## config.mk

```make
export PLATFORM = sky130hd
export DESIGN_NAME = tdm_slot_timer
export DESIGN_NICKNAME = d
export VERILOG_FILES = /design/src/rtl/tdm_slot_pkg.sv /design/src/rtl/tdm_bit_counter.sv /design/src/rtl/tdm_window_decode.sv /design/src/rtl/tdm_chan_capture.sv /design/src/rtl/tdm_slot_timer.sv
export SDC_FILE = /design/constraint.sdc
export NUM_CORES = 1
export LEC_CHECK = 0
export BUFFER_PORTS_ARGS = -buffer_cell sky130_fd_sc_hd__buf_2
export CAP_MARGIN = 20
export CELL_PAD_IN_SITES_DETAIL_PLACEMENT = 1
export CELL_PAD_IN_SITES_GLOBAL_PLACEMENT = 1
export CORE_MARGIN = 2
export CORE_UTILIZATION = 43
export CTS_BUF_LIST = sky130_fd_sc_hd__clkbuf_16
export DETAILED_ROUTE_END_ITERATION = 10
export PLACE_DENSITY_LB_ADDON = 0.3
export SYNTH_ARGS = -nofsm -noshare
export SYNTH_HDL_FRONTEND = slang
export SYNTH_SLANG_ARGS = --single-unit
```

## constraint.sdc

```tcl
create_clock -name clk -period 4.9 [get_ports clk]
set_input_delay 0.245 -clock clk [delete_from_list [all_inputs] [get_ports clk]]
set_output_delay 0.245 -clock clk [all_outputs]
set_load 0.005 [all_outputs]
```

## src/rtl/tdm_slot_pkg.sv

```systemverilog
// Package: shared timing-code encoding for the TDM timeslot enable generator.
// Assumes a 4-bit code; values outside the enum select no data window.
package tdm_slot_pkg;

    typedef enum logic [3:0] {
        TC_CH0_B1  = 4'd0,
        TC_CH0_B2  = 4'd1,
        TC_CH0_B6  = 4'd2,
        TC_CH0_B7  = 4'd3,
        TC_CH0_B8  = 4'd4,
        TC_CH2     = 4'd5,
        TC_CH3     = 4'd6,
        TC_CH4     = 4'd7,
        TC_CH2_3   = 4'd8,
        TC_CH2_4   = 4'd9
    } slot_code_e;

    // Number of leading channel-0 bits enabled by a partial-window code.
    function automatic int unsigned ch0_width(input logic [3:0] code);
        case (code)
            TC_CH0_B1: return 1;
            TC_CH0_B2: return 2;
            TC_CH0_B6: return 6;
            TC_CH0_B7: return 7;
            TC_CH0_B8: return 8;
            default:   return 0;
        endcase
    endfunction

endpackage

```

## src/rtl/tdm_bit_counter.sv

```systemverilog
// Module: bit position counter for one TDM frame.
// Resets the position to zero on the frame pulse. In twice-rate mode it
// advances only every second clock, with the phase cleared by the pulse.
// Assumes the frame pulse is one clock wide. It provides both the current
// and the next position, so that downstream registers can align to the counter.
module tdm_bit_counter #(
    parameter int unsigned FRAME_BITS = 256,
    localparam int unsigned POS_W = $clog2(FRAME_BITS)
) (
    input  logic             clk,
    input  logic             rst_n,
    input  logic             frame_pulse,
    input  logic             rate_1x,
    output logic [POS_W-1:0] pos_q,
    output logic             phase_q,
    output logic [POS_W-1:0] pos_nx,
    output logic             synced_nx,
    output logic             bit_end
);
    localparam logic [POS_W-1:0] LAST_POS = POS_W'(FRAME_BITS - 1);

    logic synced_q;
    logic phase_nx;
    logic advance;

    // Next-state calculation for position, phase and frame lock.
    always_comb begin
        advance   = rate_1x || phase_q;
        synced_nx = synced_q || frame_pulse;
        if (frame_pulse) begin
            pos_nx   = '0;
            phase_nx = 1'b0;
        end else if (advance) begin
            pos_nx   = (pos_q == LAST_POS) ? '0 : pos_q + 1'b1;
            phase_nx = 1'b0;
        end else begin
            pos_nx   = pos_q;
            phase_nx = 1'b1;
        end
        bit_end = synced_q && !frame_pulse && advance;
    end

    // State registers for the counter.
    always_ff @(posedge clk) begin
        if (!rst_n) begin
            pos_q    <= '0;
            phase_q  <= 1'b0;
            synced_q <= 1'b0;
        end else begin
            pos_q    <= pos_nx;
            phase_q  <= phase_nx;
            synced_q <= synced_nx;
        end
    end

endmodule

```

## src/rtl/tdm_window_decode.sv

```systemverilog
// Module: combinational decode of a bit position into the data window and
// the channel-1 slot. It assumes channels of BITS_PER_CH bits with the
// channel number in the upper position bits.
module tdm_window_decode
    import tdm_slot_pkg::*;
#(
    parameter int unsigned POS_W       = 8,
    parameter int unsigned BITS_PER_CH = 8,
    localparam int unsigned BIT_W = $clog2(BITS_PER_CH),
    localparam int unsigned CH_W  = POS_W - BIT_W
) (
    input  logic [3:0]       code,
    input  logic [POS_W-1:0] pos,
    output logic             data_win,
    output logic             ch1_slot,
    output logic [BIT_W-1:0] bit_idx
);
    logic [CH_W-1:0] chan;
    int unsigned     lim;

    // Split the position and compare it with the selected window.
    always_comb begin
        chan     = pos[POS_W-1:BIT_W];
        bit_idx  = pos[BIT_W-1:0];
        lim      = ch0_width(code);
        ch1_slot = (chan == CH_W'(1));
        case (code)
            TC_CH0_B1, TC_CH0_B2, TC_CH0_B6, TC_CH0_B7, TC_CH0_B8:
                data_win = (chan == '0) && (int'(bit_idx) < int'(lim));
            TC_CH2:   data_win = (chan == CH_W'(2));
            TC_CH3:   data_win = (chan == CH_W'(3));
            TC_CH4:   data_win = (chan == CH_W'(4));
            TC_CH2_3: data_win = (chan == CH_W'(2)) || (chan == CH_W'(3));
            TC_CH2_4: data_win = (chan >= CH_W'(2)) && (chan <= CH_W'(4));
            default:  data_win = 1'b0;
        endcase
    end

endmodule

```

## src/rtl/tdm_chan_capture.sv

```systemverilog
// Module: collects the channel-1 byte from the serial input, MSB first.
// A bit is sampled on the last clock of each channel-1 bit time, which the
// counter reports with bit_end. The byte is published at the end of bit 7.
// This runs in both modes and whatever the value of the channel-1 enable.
module tdm_chan_capture #(
    parameter int unsigned POS_W       = 8,
    parameter int unsigned BITS_PER_CH = 8,
    localparam int unsigned BIT_W = $clog2(BITS_PER_CH),
    localparam int unsigned CH_W  = POS_W - BIT_W
) (
    input  logic                   clk,
    input  logic                   rst_n,
    input  logic                   bit_end,
    input  logic [POS_W-1:0]       pos_q,
    input  logic                   ser_in,
    output logic [BITS_PER_CH-1:0] status_q
);
    logic [BITS_PER_CH-1:0] shift_q;
    logic [BITS_PER_CH-1:0] shift_nx;
    logic                   in_slot;
    logic                   last_bit;

    // Work out whether this edge ends a channel-1 bit.
    always_comb begin
        in_slot  = (pos_q[POS_W-1:BIT_W] == CH_W'(1)) && bit_end;
        last_bit = (pos_q[BIT_W-1:0] == BIT_W'(BITS_PER_CH - 1));
        shift_nx = {shift_q[BITS_PER_CH-2:0], ser_in};
    end

    // Shift register and published status byte.
    always_ff @(posedge clk) begin
        if (!rst_n) begin
            shift_q  <= '0;
            status_q <= '0;
        end else if (in_slot) begin
            shift_q <= shift_nx;
            if (last_bit) status_q <= shift_nx;
        end
    end

endmodule

```

## src/rtl/tdm_slot_timer.sv

```systemverilog
// Module: TDM timeslot enable generator, top level.
// Internal mode: the enables and the serial drive follow the bit counter and
// the timing code, and channel 1 carries the control byte. External mode:
// the enables are the external pins, registered once. All outputs are
// registered from the next counter state, so they change at bit boundaries.
// Assumes the control byte and the mode inputs are register outputs that are
// steady during a frame.
module tdm_slot_timer #(
    parameter int unsigned CHANNELS    = 32,
    parameter int unsigned BITS_PER_CH = 8
) (
    input  logic                   clk,
    input  logic                   rst_n,
    input  logic                   frame_pulse,
    input  logic                   int_mode,
    input  logic                   rate_1x,
    input  logic                   ch1_en,
    input  logic [3:0]             timing_code,
    input  logic [BITS_PER_CH-1:0] ctrl_byte,
    input  logic                   ext_tx_en,
    input  logic                   ext_rx_en,
    input  logic                   tx_bit,
    input  logic                   ser_in,
    output logic                   tx_en,
    output logic                   rx_en,
    output logic                   ser_out,
    output logic                   ser_oe,
    output logic [BITS_PER_CH-1:0] chan1_status
);
    localparam int unsigned FRAME_BITS = CHANNELS * BITS_PER_CH;
    localparam int unsigned POS_W      = $clog2(FRAME_BITS);
    localparam int unsigned BIT_W      = $clog2(BITS_PER_CH);
    localparam logic [BIT_W-1:0] TOP_BIT = BIT_W'(BITS_PER_CH - 1);

    logic [POS_W-1:0] pos_q;
    logic [POS_W-1:0] pos_nx;
    logic             phase_q;
    logic             synced_nx;
    logic             bit_end;
    logic             data_win;
    logic             ch1_slot;
    logic [BIT_W-1:0] bit_idx;

    logic             win_i, c1_i;
    logic             tx_d, rx_d, oe_d, out_d;

    tdm_bit_counter #(
        .FRAME_BITS (FRAME_BITS)
    ) u_counter (
        .clk         (clk),
        .rst_n       (rst_n),
        .frame_pulse (frame_pulse),
        .rate_1x     (rate_1x),
        .pos_q       (pos_q),
        .phase_q     (phase_q),
        .pos_nx      (pos_nx),
        .synced_nx   (synced_nx),
        .bit_end     (bit_end)
    );

    tdm_window_decode #(
        .POS_W       (POS_W),
        .BITS_PER_CH (BITS_PER_CH)
    ) u_decode (
        .code     (timing_code),
        .pos      (pos_nx),
        .data_win (data_win),
        .ch1_slot (ch1_slot),
        .bit_idx  (bit_idx)
    );

    tdm_chan_capture #(
        .POS_W       (POS_W),
        .BITS_PER_CH (BITS_PER_CH)
    ) u_capture (
        .clk      (clk),
        .rst_n    (rst_n),
        .bit_end  (bit_end),
        .pos_q    (pos_q),
        .ser_in   (ser_in),
        .status_q (chan1_status)
    );

    // Select the output values for the next bit time by mode.
    always_comb begin
        win_i = synced_nx && data_win;
        c1_i  = synced_nx && ch1_en && ch1_slot;
        if (int_mode) begin
            tx_d  = win_i;
            rx_d  = win_i;
            oe_d  = win_i || c1_i;
            out_d = c1_i ? ctrl_byte[TOP_BIT - bit_idx] : (win_i && tx_bit);
        end else begin
            tx_d  = ext_tx_en;
            rx_d  = ext_rx_en;
            oe_d  = ext_tx_en;
            out_d = ext_tx_en && tx_bit;
        end
    end

    // Output registers, aligned with the counter state.
    always_ff @(posedge clk) begin
        if (!rst_n) begin
            tx_en   <= 1'b0;
            rx_en   <= 1'b0;
            ser_oe  <= 1'b0;
            ser_out <= 1'b0;
        end else begin
            tx_en   <= tx_d;
            rx_en   <= rx_d;
            ser_oe  <= oe_d;
            ser_out <= out_d;
        end
    end

endmodule

```

==> results of run 1 <==
[layer usage]
layer	global-route usage, %	wire length [µm]	vias up
met3	4.93	152	2
li1	-	-	705
met5	0	0	-
met2	39.5	2120	40
met4	4.89	16	0
met1	29.9	1990	679
[report_power, final]
| group | switching [mW] | internal [mW] |
|---|---|---|
| Sequential | 0.00253 | 0.239 |
| Clock | 0.103 | 0.186 |
| Combinational | 0.0288 | 0.0211 |
[placed cells by master, fill, tap and decap left out, types with 3 or more instances in the layout]
cell and instances:
nand3_1 8, mux2i_1 9, nor2_1 26, nand2_1 25, dfxtp_1 29, nor3_1 3
ha_1 4, buf_2 33, o211ai_1 3, xor2_1 4, clkbuf_16 5, a21oi_1 15
o21ai_0 6
[kinds of logic (layout without fill, tap and decap cells)]
group	count (synthesis)	in the layout	share of synthesized area, %
adders and majority gates	4	4	3.23
AOI/OAI and AO/OA	40	40	19.6
xor gates and xnor gates	7	7	4.44
DFF	29	29	37.4
buffers and inverters	8	45	1.94
and+or+nand+nor	79	79	25.4
muxes	11	11	7.98
[metrics by stage]
stage,setup WS [ns],util (%)
after global routing,1.98,56.3
after floorplan,2.48,-
final,2.21,56.3
after CTS,2.18,56.0
after detailed placement,2.25,51.8
after global placement,2.35,51.8
[registers in the layout, summed over array words and instances, names as in the netlist]
| name | count |
|---|---|
| rx_en | 1 |
| ser_out | 1 |
| u_counter.phase_q | 1 |
| tx_en | 1 |
| u_capture.status_q | 8 |
| u_counter.synced_q | 1 |
| u_counter.pos_q | 8 |
| ser_oe | 1 |
| u_capture.shift_q | 7 |
[cells in the mapped netlist]
library cell	count
a31o_4	1
and2_1	2
nor2_8	1
nand2b_1	2
o2111ai_2	1
o211a_4	1
nor3_1	3
nand2_1	25
o211ai_1	3
a21oi_1	15
nor2b_1	2
clkbuf_1	5
o22ai_1	2
a31oi_2	1
xor2_2	1
clkinv_1	1
nor3_2	2
o31ai_2	1
nand3b_1	1
mux4_2	1
mux2_2	1
xor2_1	4
or3b_2	1
mux2i_1	9
dfxtp_1	29
and4b_1	1
or3b_4	1
nand4b_1	1
o211a_1	1
o2111a_1	1
o21a_1	2
nor2_1	26
nand3_1	8
o21ai_0	6
and4_1	2
ha_1	4
inv_1	2
xnor2_1	2
nor2_2	1
a2111oi_4	1
o31ai_1	2
o21ai_1	2
[tightest hold or removal path, delay by kind of cell]
family | cells | cell delay, ns
buffers and inverters | 1 | 0.08
and+or+nand+nor | 2 | 0.12
[path summary, 6_finish.rpt]
check                                                   startpoint                                  to  cells past startpoint
worst max-delay path                 u_counter.pos_q[0]$_SDFF_PN0_                   ser_oe$_SDFF_PN0_                     11
worst min-delay path                                     ext_rx_en                    rx_en$_SDFF_PN0_                      3
worst max register to register       u_counter.pos_q[0]$_SDFF_PN0_                   ser_oe$_SDFF_PN0_                     11
worst min register to register  u_capture.status_q[0]$_SDFFE_PN0P_  u_capture.status_q[0]$_SDFFE_PN0P_                      2
[area by class of cell]
| cell class | instances | area (µm²) | share of cell area [%] |
|---|---|---|---|
| Sequential cell | 29 | 581 | 30.4 |
| Inverter | 3 | 11.3 | 0.590 |
| Clock inverter | 3 | 17.5 | 0.917 |
| Timing Repair Buffer | 34 | 176 | 9.24 |
| Multi-Input combinational cell | 141 | 941 | 49.3 |
| Clock buffer | 5 | 125 | 6.55 |
| Tap cell | 46 | 57.6 | 3.01 |
==> results.md, run 1 <==
- The run finished with clean final reports.
- In the global route stage, overall resource usage came out at 23.1%.
- TritonCTS built the clock tree.
- The area growth from synthesis to layout is 23.1%.
- In this run the worst hold path is classified as primary input to flip-flop.
- The cell that appears most often on the critical path is ha_1.
- The core region is 0.00339 mm².
- The placed instance count is 252.
- In this run the post-CTS setup repair buffer count came out at 0.
- The share of post-route cells with drive strength above 1 is 26.5%.
- The largest net degree at the start of global routing is 19.
- The starting density of the core is 45.8%.
- The minimum setup slack among reg-to-reg paths is 2.21 ns.
- Once placement finished, the instance area stood at 0.00176 mm².
- Setup violations remaining at the end of the flow were counted as 0.
- Setup repair after global routing left no endpoint under its margin.
- The critical path launch point type is a flip-flop.
- The number of nets handed over by synthesis was 204.
- The number of DRC markers after the initial detailed-route iteration is 74.
- The floorplan has 21 rows.
- The post-route antenna net violation count is 0.
- Summing the sequential cell areas from Yosys gives 37.4% of the chip area.
- Buffers inserted during clock tree synthesis total 5.
- The register bit total from synthesis is 29.
- Leaving out filler cells and counting taps, the final layout contains 261.
- The via count of the first global-routing pass is 1503.
- The cell sitting at the root of the clock tree is a clkbuf_16.
- On the final layout, the worst clock skew is 0.00281 ns.
- The global placement routability congestion is 0.844.
- After synthesis the cells add up to 0.00155 mm².
- The number of sinks on the clock net is 29.
- The half-perimeter wire length of the detailed placement result is 3120 µm.
- After layout, the design draws a total of 0.580 mW.
- By startpoint and endpoint, the worst setup path is classified as flip-flop to flip-flop.
- Traced cell by cell, the critical path runs through ha_1, o211a_4, a31o_4, a21oi_1, ha_1, nor2b_1, o21ai_0, o211ai_1, a2111oi_4, nor2_1, o21ai_1.
- The smallest hold slack is 0.205 ns.
- The transition time at the pin with the least slew margin is 0.501 ns.
- The vertical extent of the die is 64.1 µm.
- The largest vdd supply drop is 0.000206 V.
- Of all nets on the critical path, the largest fanout is 6.
- After layout, the worst path uses 55.0% of the clock period.
- The largest incremental delay on the critical path is 0.41 ns.
- The synthesized netlist contains 42 unique library cells.
- The number of gates resized after CTS was 0.
- Data on the critical path is required at its endpoint by 5.09 ns.
- The level count of the clock H-tree is 2.
- The cell count after synthesis is 178.
- The number of detailed-routing iterations run before antenna repair is 4.
- The tool flagged a number of max-cap violations equal to 0.
- The filler cells instantiated in the layout total 417.
- The total of warnings raised by yosys is 0.
- The number of hold violations in the final report is 0.
- The kind of end point of the critical path is a flip-flop.
- The cell leakage power is 0.783 nW.
- The max-slew violation count is 0.
- The number of buffers between clock root and the deepest sink is 2.
- The total detailed-routing wirelength is 4270 µm.
- The slowest stage cell on the critical path is a2111oi_4.
- After synthesis, the cell types taking the most area are dfxtp_1 37%, nor2_1 6.3%, nand2_1 6.0%.
- The number of antenna violations at the first check in global routing was 0.
- The wire length of the first global-routing pass is 7330 µm.
- For this run, design rule violations remaining after detail routing come to 0.
- The kind of cell with the highest combined delay on the critical path is compound AO/OA/AOI/OAI gates.
- The net count of the finished layout is 240.
- The buffers plus inverters on the worst setup path is 0.
- In this run the mean area of a mapped cell was 8.72 µm².
- After clock tree synthesis, the flow added hold-fix buffers numbering 0.
- The full die area is 0.00410 mm².
- Dividing the detail-routed wire length by the instance count gives 16.4 µm.
- The residual overflow from global routing is 0.
- Summed over its instances, the top area cell type makes up 37.4% of the synthesized netlist area.
- The insertion delay of the later-clocked pin in the worst-skew pair is 0.27 ns.
- The arrival time at the worst endpoint is 2.89 ns.
- Summed over all instances, the cell type with the most area after synthesis is dfxtp_1.
- The worst pin sits at a relative slew slack of 66.4%.
- The setup TNS is 0 ns.
- Power spread over the standard cell area amounts to 304 mW/mm².
- The final instance area is 0.00191 mm².
- The number of input and output port buffers inserted is 33.
- 0 antenna diodes ended up in the layout.
- Clock-pin slew was measured on the worst setup and hold paths at 0.05 ns.
- The number of placed I/O pins is 34.
- In this run the horizontal extent of the chip is 64.1 µm.
- The highest achievable clock rate is 0.371 GHz.
- The worst path in the final design needs a cycle of 2.69 ns, including I/O delays and setup.
- The routed layout has 1426 vias.
- The average vias per placed instance is 5.46.
Power figures use the tool's default switching activity.
==> inputs of run 2 (changes only) <==
- CORE_UTILIZATION: 43 -> 39
- clock period: 4.9 -> 2.6 ns (I/O delays scaled with it)
==> run 2 against run 1 <==
Against the previous run:
- global-route usage down 2.2 points
- combinational power up 92%
- critical endpoint is now ser_out$_SDFF_PN0_
- cell count up 2.3%
- register-to-register slack worse by 2.0 ns
- via count up 1.8%
- critical path type unchanged
==> results.md, run 2 (synthesis results as in run 1) <==
- The average vias per placed instance is 5.44.
- The arrival time at the worst endpoint is 2.59 ns.
- For this run, the top clock speed supported by timing is 0.410 GHz.
- The worst pin sits at a relative slew slack of 67.0%.
- STA classifies the critical path startpoint as a flip-flop.
- The number of DRC markers after the initial detailed-route iteration is 62.
- The number of filler cells placed in the layout is 467.
- The wire length of the first global-routing pass is 6800 µm.
- The average wire per cell in the routed design is 15.5 µm.
- The number of hold buffers added after CTS was 0.
- The die covers 0.00450 mm².
- The count of nets left with antenna violations once routing finished came out at 0.
- The max-slew violation count is 0.
- STA classifies the critical path endpoint as a flip-flop.
- The total detailed-routing wirelength is 4140 µm.
- In this run the worst path has a maximum fanout of 3.
- The insertion delay of the later-clocked pin in the worst-skew pair is 0.28 ns.
- The required time reported for the critical path endpoint is 2.75 ns.
- Max-cap violations in this run came to 0.
- The core region is 0.00374 mm².
- After clock tree synthesis, the clock-pin slew on the worst setup and hold paths is 0.05 ns.
- The clock tree synthesis step divided the H-tree into 2 levels.
- The starting density of the core is 41.4%.
- Detailed placement ended at an HPWL of 3100 µm.
- The residual overflow from global routing is 0.
- The final standard cell utilization of the core is 52.1%.
- Hold timing on the final database bottoms out at a slack of 0.0562 ns.
- From bottom edge to top edge, the die measures 67.1 µm.
- The worst flop-to-flop path startpoint is u_counter.pos_q[0]$_SDFF_PN0_.
- The largest net degree at the start of global routing is 19.
- The residual DRC count is 0.
- On the final layout, the worst clock skew is 0.00694 ns.
- TritonCTS built the clock tree.
- In the layout the commonest cells are 33 x buf_2, 27 x dfxtp_1, 25 x nor2_1, 25 x nand2_1, 13 x a21oi_1.
- The overall routing resource usage is 20.9%.
- The repair_antennas step left the layout with diodes totalling 0.
- Summing all multi-input logic gate instances after layout gives 953 µm².
- Cells with a size suffix above 1 make up 30.1% of the layout.
- The largest vdd supply drop is 0.000415 V.
- The post-route minimum period is 2.44 ns.
- The initialized floorplan defines 22 standard-cell rows.
- The number of antenna violations at the first check in global routing came to 0.
- The global placement routability congestion is 0.838.
- The placed instances occupy a cell area of 0.00179 mm².
- Setup violations remaining at the end of the flow were counted as 0.
- The run finished with clean final reports.
- The largest registers in the layout are u_capture.status_q: 8 flops, u_counter.pos_q: 8 flops, u_capture.shift_q: 7 flops.
- The source of the critical timing path is u_counter.pos_q[0]$_SDFF_PN0_.
- The overall via count from detail_route is 1452.
- Summing all flip-flop and latch instances after layout gives 586 µm².
- The transition time at the pin with the least slew margin is 0.492 ns.
- The floorplan die width is 67.1 µm.
- The clock drives 29 sinks.
- The root buffer selected by CTS is clkbuf_16.
- The final instance count without filler cells is 267.
- The final period utilization is 93.8%.
- The critical path is of the flip-flop to flip-flop type.
- The net count of the finished layout is 244.
- Dividing total power by cell area gives a power density of 560 mW/mm².
- The number of hold violations in the final report is 0.
- Relative to the synthesized area, the layout overhead comes to 25.8%.
- The final instance area is 0.00195 mm².
- The worst hold-check path type is primary input to flip-flop.
- Leaving out fill and tap cells, the most frequent cell in the layout is buf_2.
- The number of placed instances, taps included, is 258.
- Setup repair after global routing left no endpoint under its margin.
- In this run, CTS created clock tree buffers numbering 5.
- The start point of the worst min-delay path is ext_rx_en.
- Pin placement for this block handled 34 I/O pins.
- The number of buffers between clock root and the deepest sink is 2.
- The number of input and output port buffers inserted is 33.
- For this design the static power due to leakage is 0.808 nW.
- The number of detailed-routing iterations run before antenna repair is 4.
- The setup TNS is 0 ns.
- The via count of the first global-routing pass was 1502.
-- run 2: report_power, final --
group / switching [mW] / internal (mW)
combinational: 0.0543 / 0.0416
sequential: 0.00490 / 0.451
clock: 0.195 / 0.346
total: 0.254 / 0.839
-- run 2: area by class of cell --
cell class	count	area share (%)
Clock buffer	5	6.41
Clock inverter	3	0.705
Inverter	3	0.577
Multi-Input combinational cell	141	48.8
Sequential cell	29	30.0
Tap cell	48	3.08
Timing Repair Buffer	38	10.4
-- run 2: layer usage --
metal	vias to the layer above	wire length, µm	global-route usage (%)
met5	-	0	0
li1	710	-	-
met2	25	2250	38.6
met3	11	171	7.09
met1	706	1620	21.5
met4	0	103	7.91
-- run 2: critical path: stages, from the launching register on --
cell and delay, ns:
dfxtp_4 0.36, ha_2 0.20, ha_1 0.28, o21ai_0 0.11, a21oi_2 0.10, ha_1 0.27
nor2b_1 0.11, o21ai_0 0.09, o211ai_1 0.30, a2111oi_4 0.14, o31ai_1 0.25, o31ai_1 0.10
-- run 2: path summary, 6_finish.rpt --
path,endpoint,slack [ns],cells after the start
worst min-delay path,rx_en$_SDFF_PN0_,0.06,3
worst min register to register,u_capture.status_q[0]$_SDFFE_PN0P_,0.45,2
worst max-delay path,ser_out$_SDFF_PN0_,0.16,11
worst max register to register,ser_out$_SDFF_PN0_,0.16,11
-- run 2: through the flow --
| stage | setup WS [ns] | power, mW |
|---|---|---|
| final | 0.161 | 1.09 |
| after detailed placement | 0.0635 | 0.558 |
| after global routing | 0.0194 | 1.13 |
| after floorplan | 0.177 | 0.519 |
| after CTS | 0.00947 | 1.10 |
| after global placement | 0.163 | 0.554 |
-- run 2: what timing repair did --
action                                 in CTS  in global routing
gates resized for setup                     0                  7
endpoints found under the hold margin       0                  0
buffers inserted                            0                  1
setup endpoints to repair                   0                  4
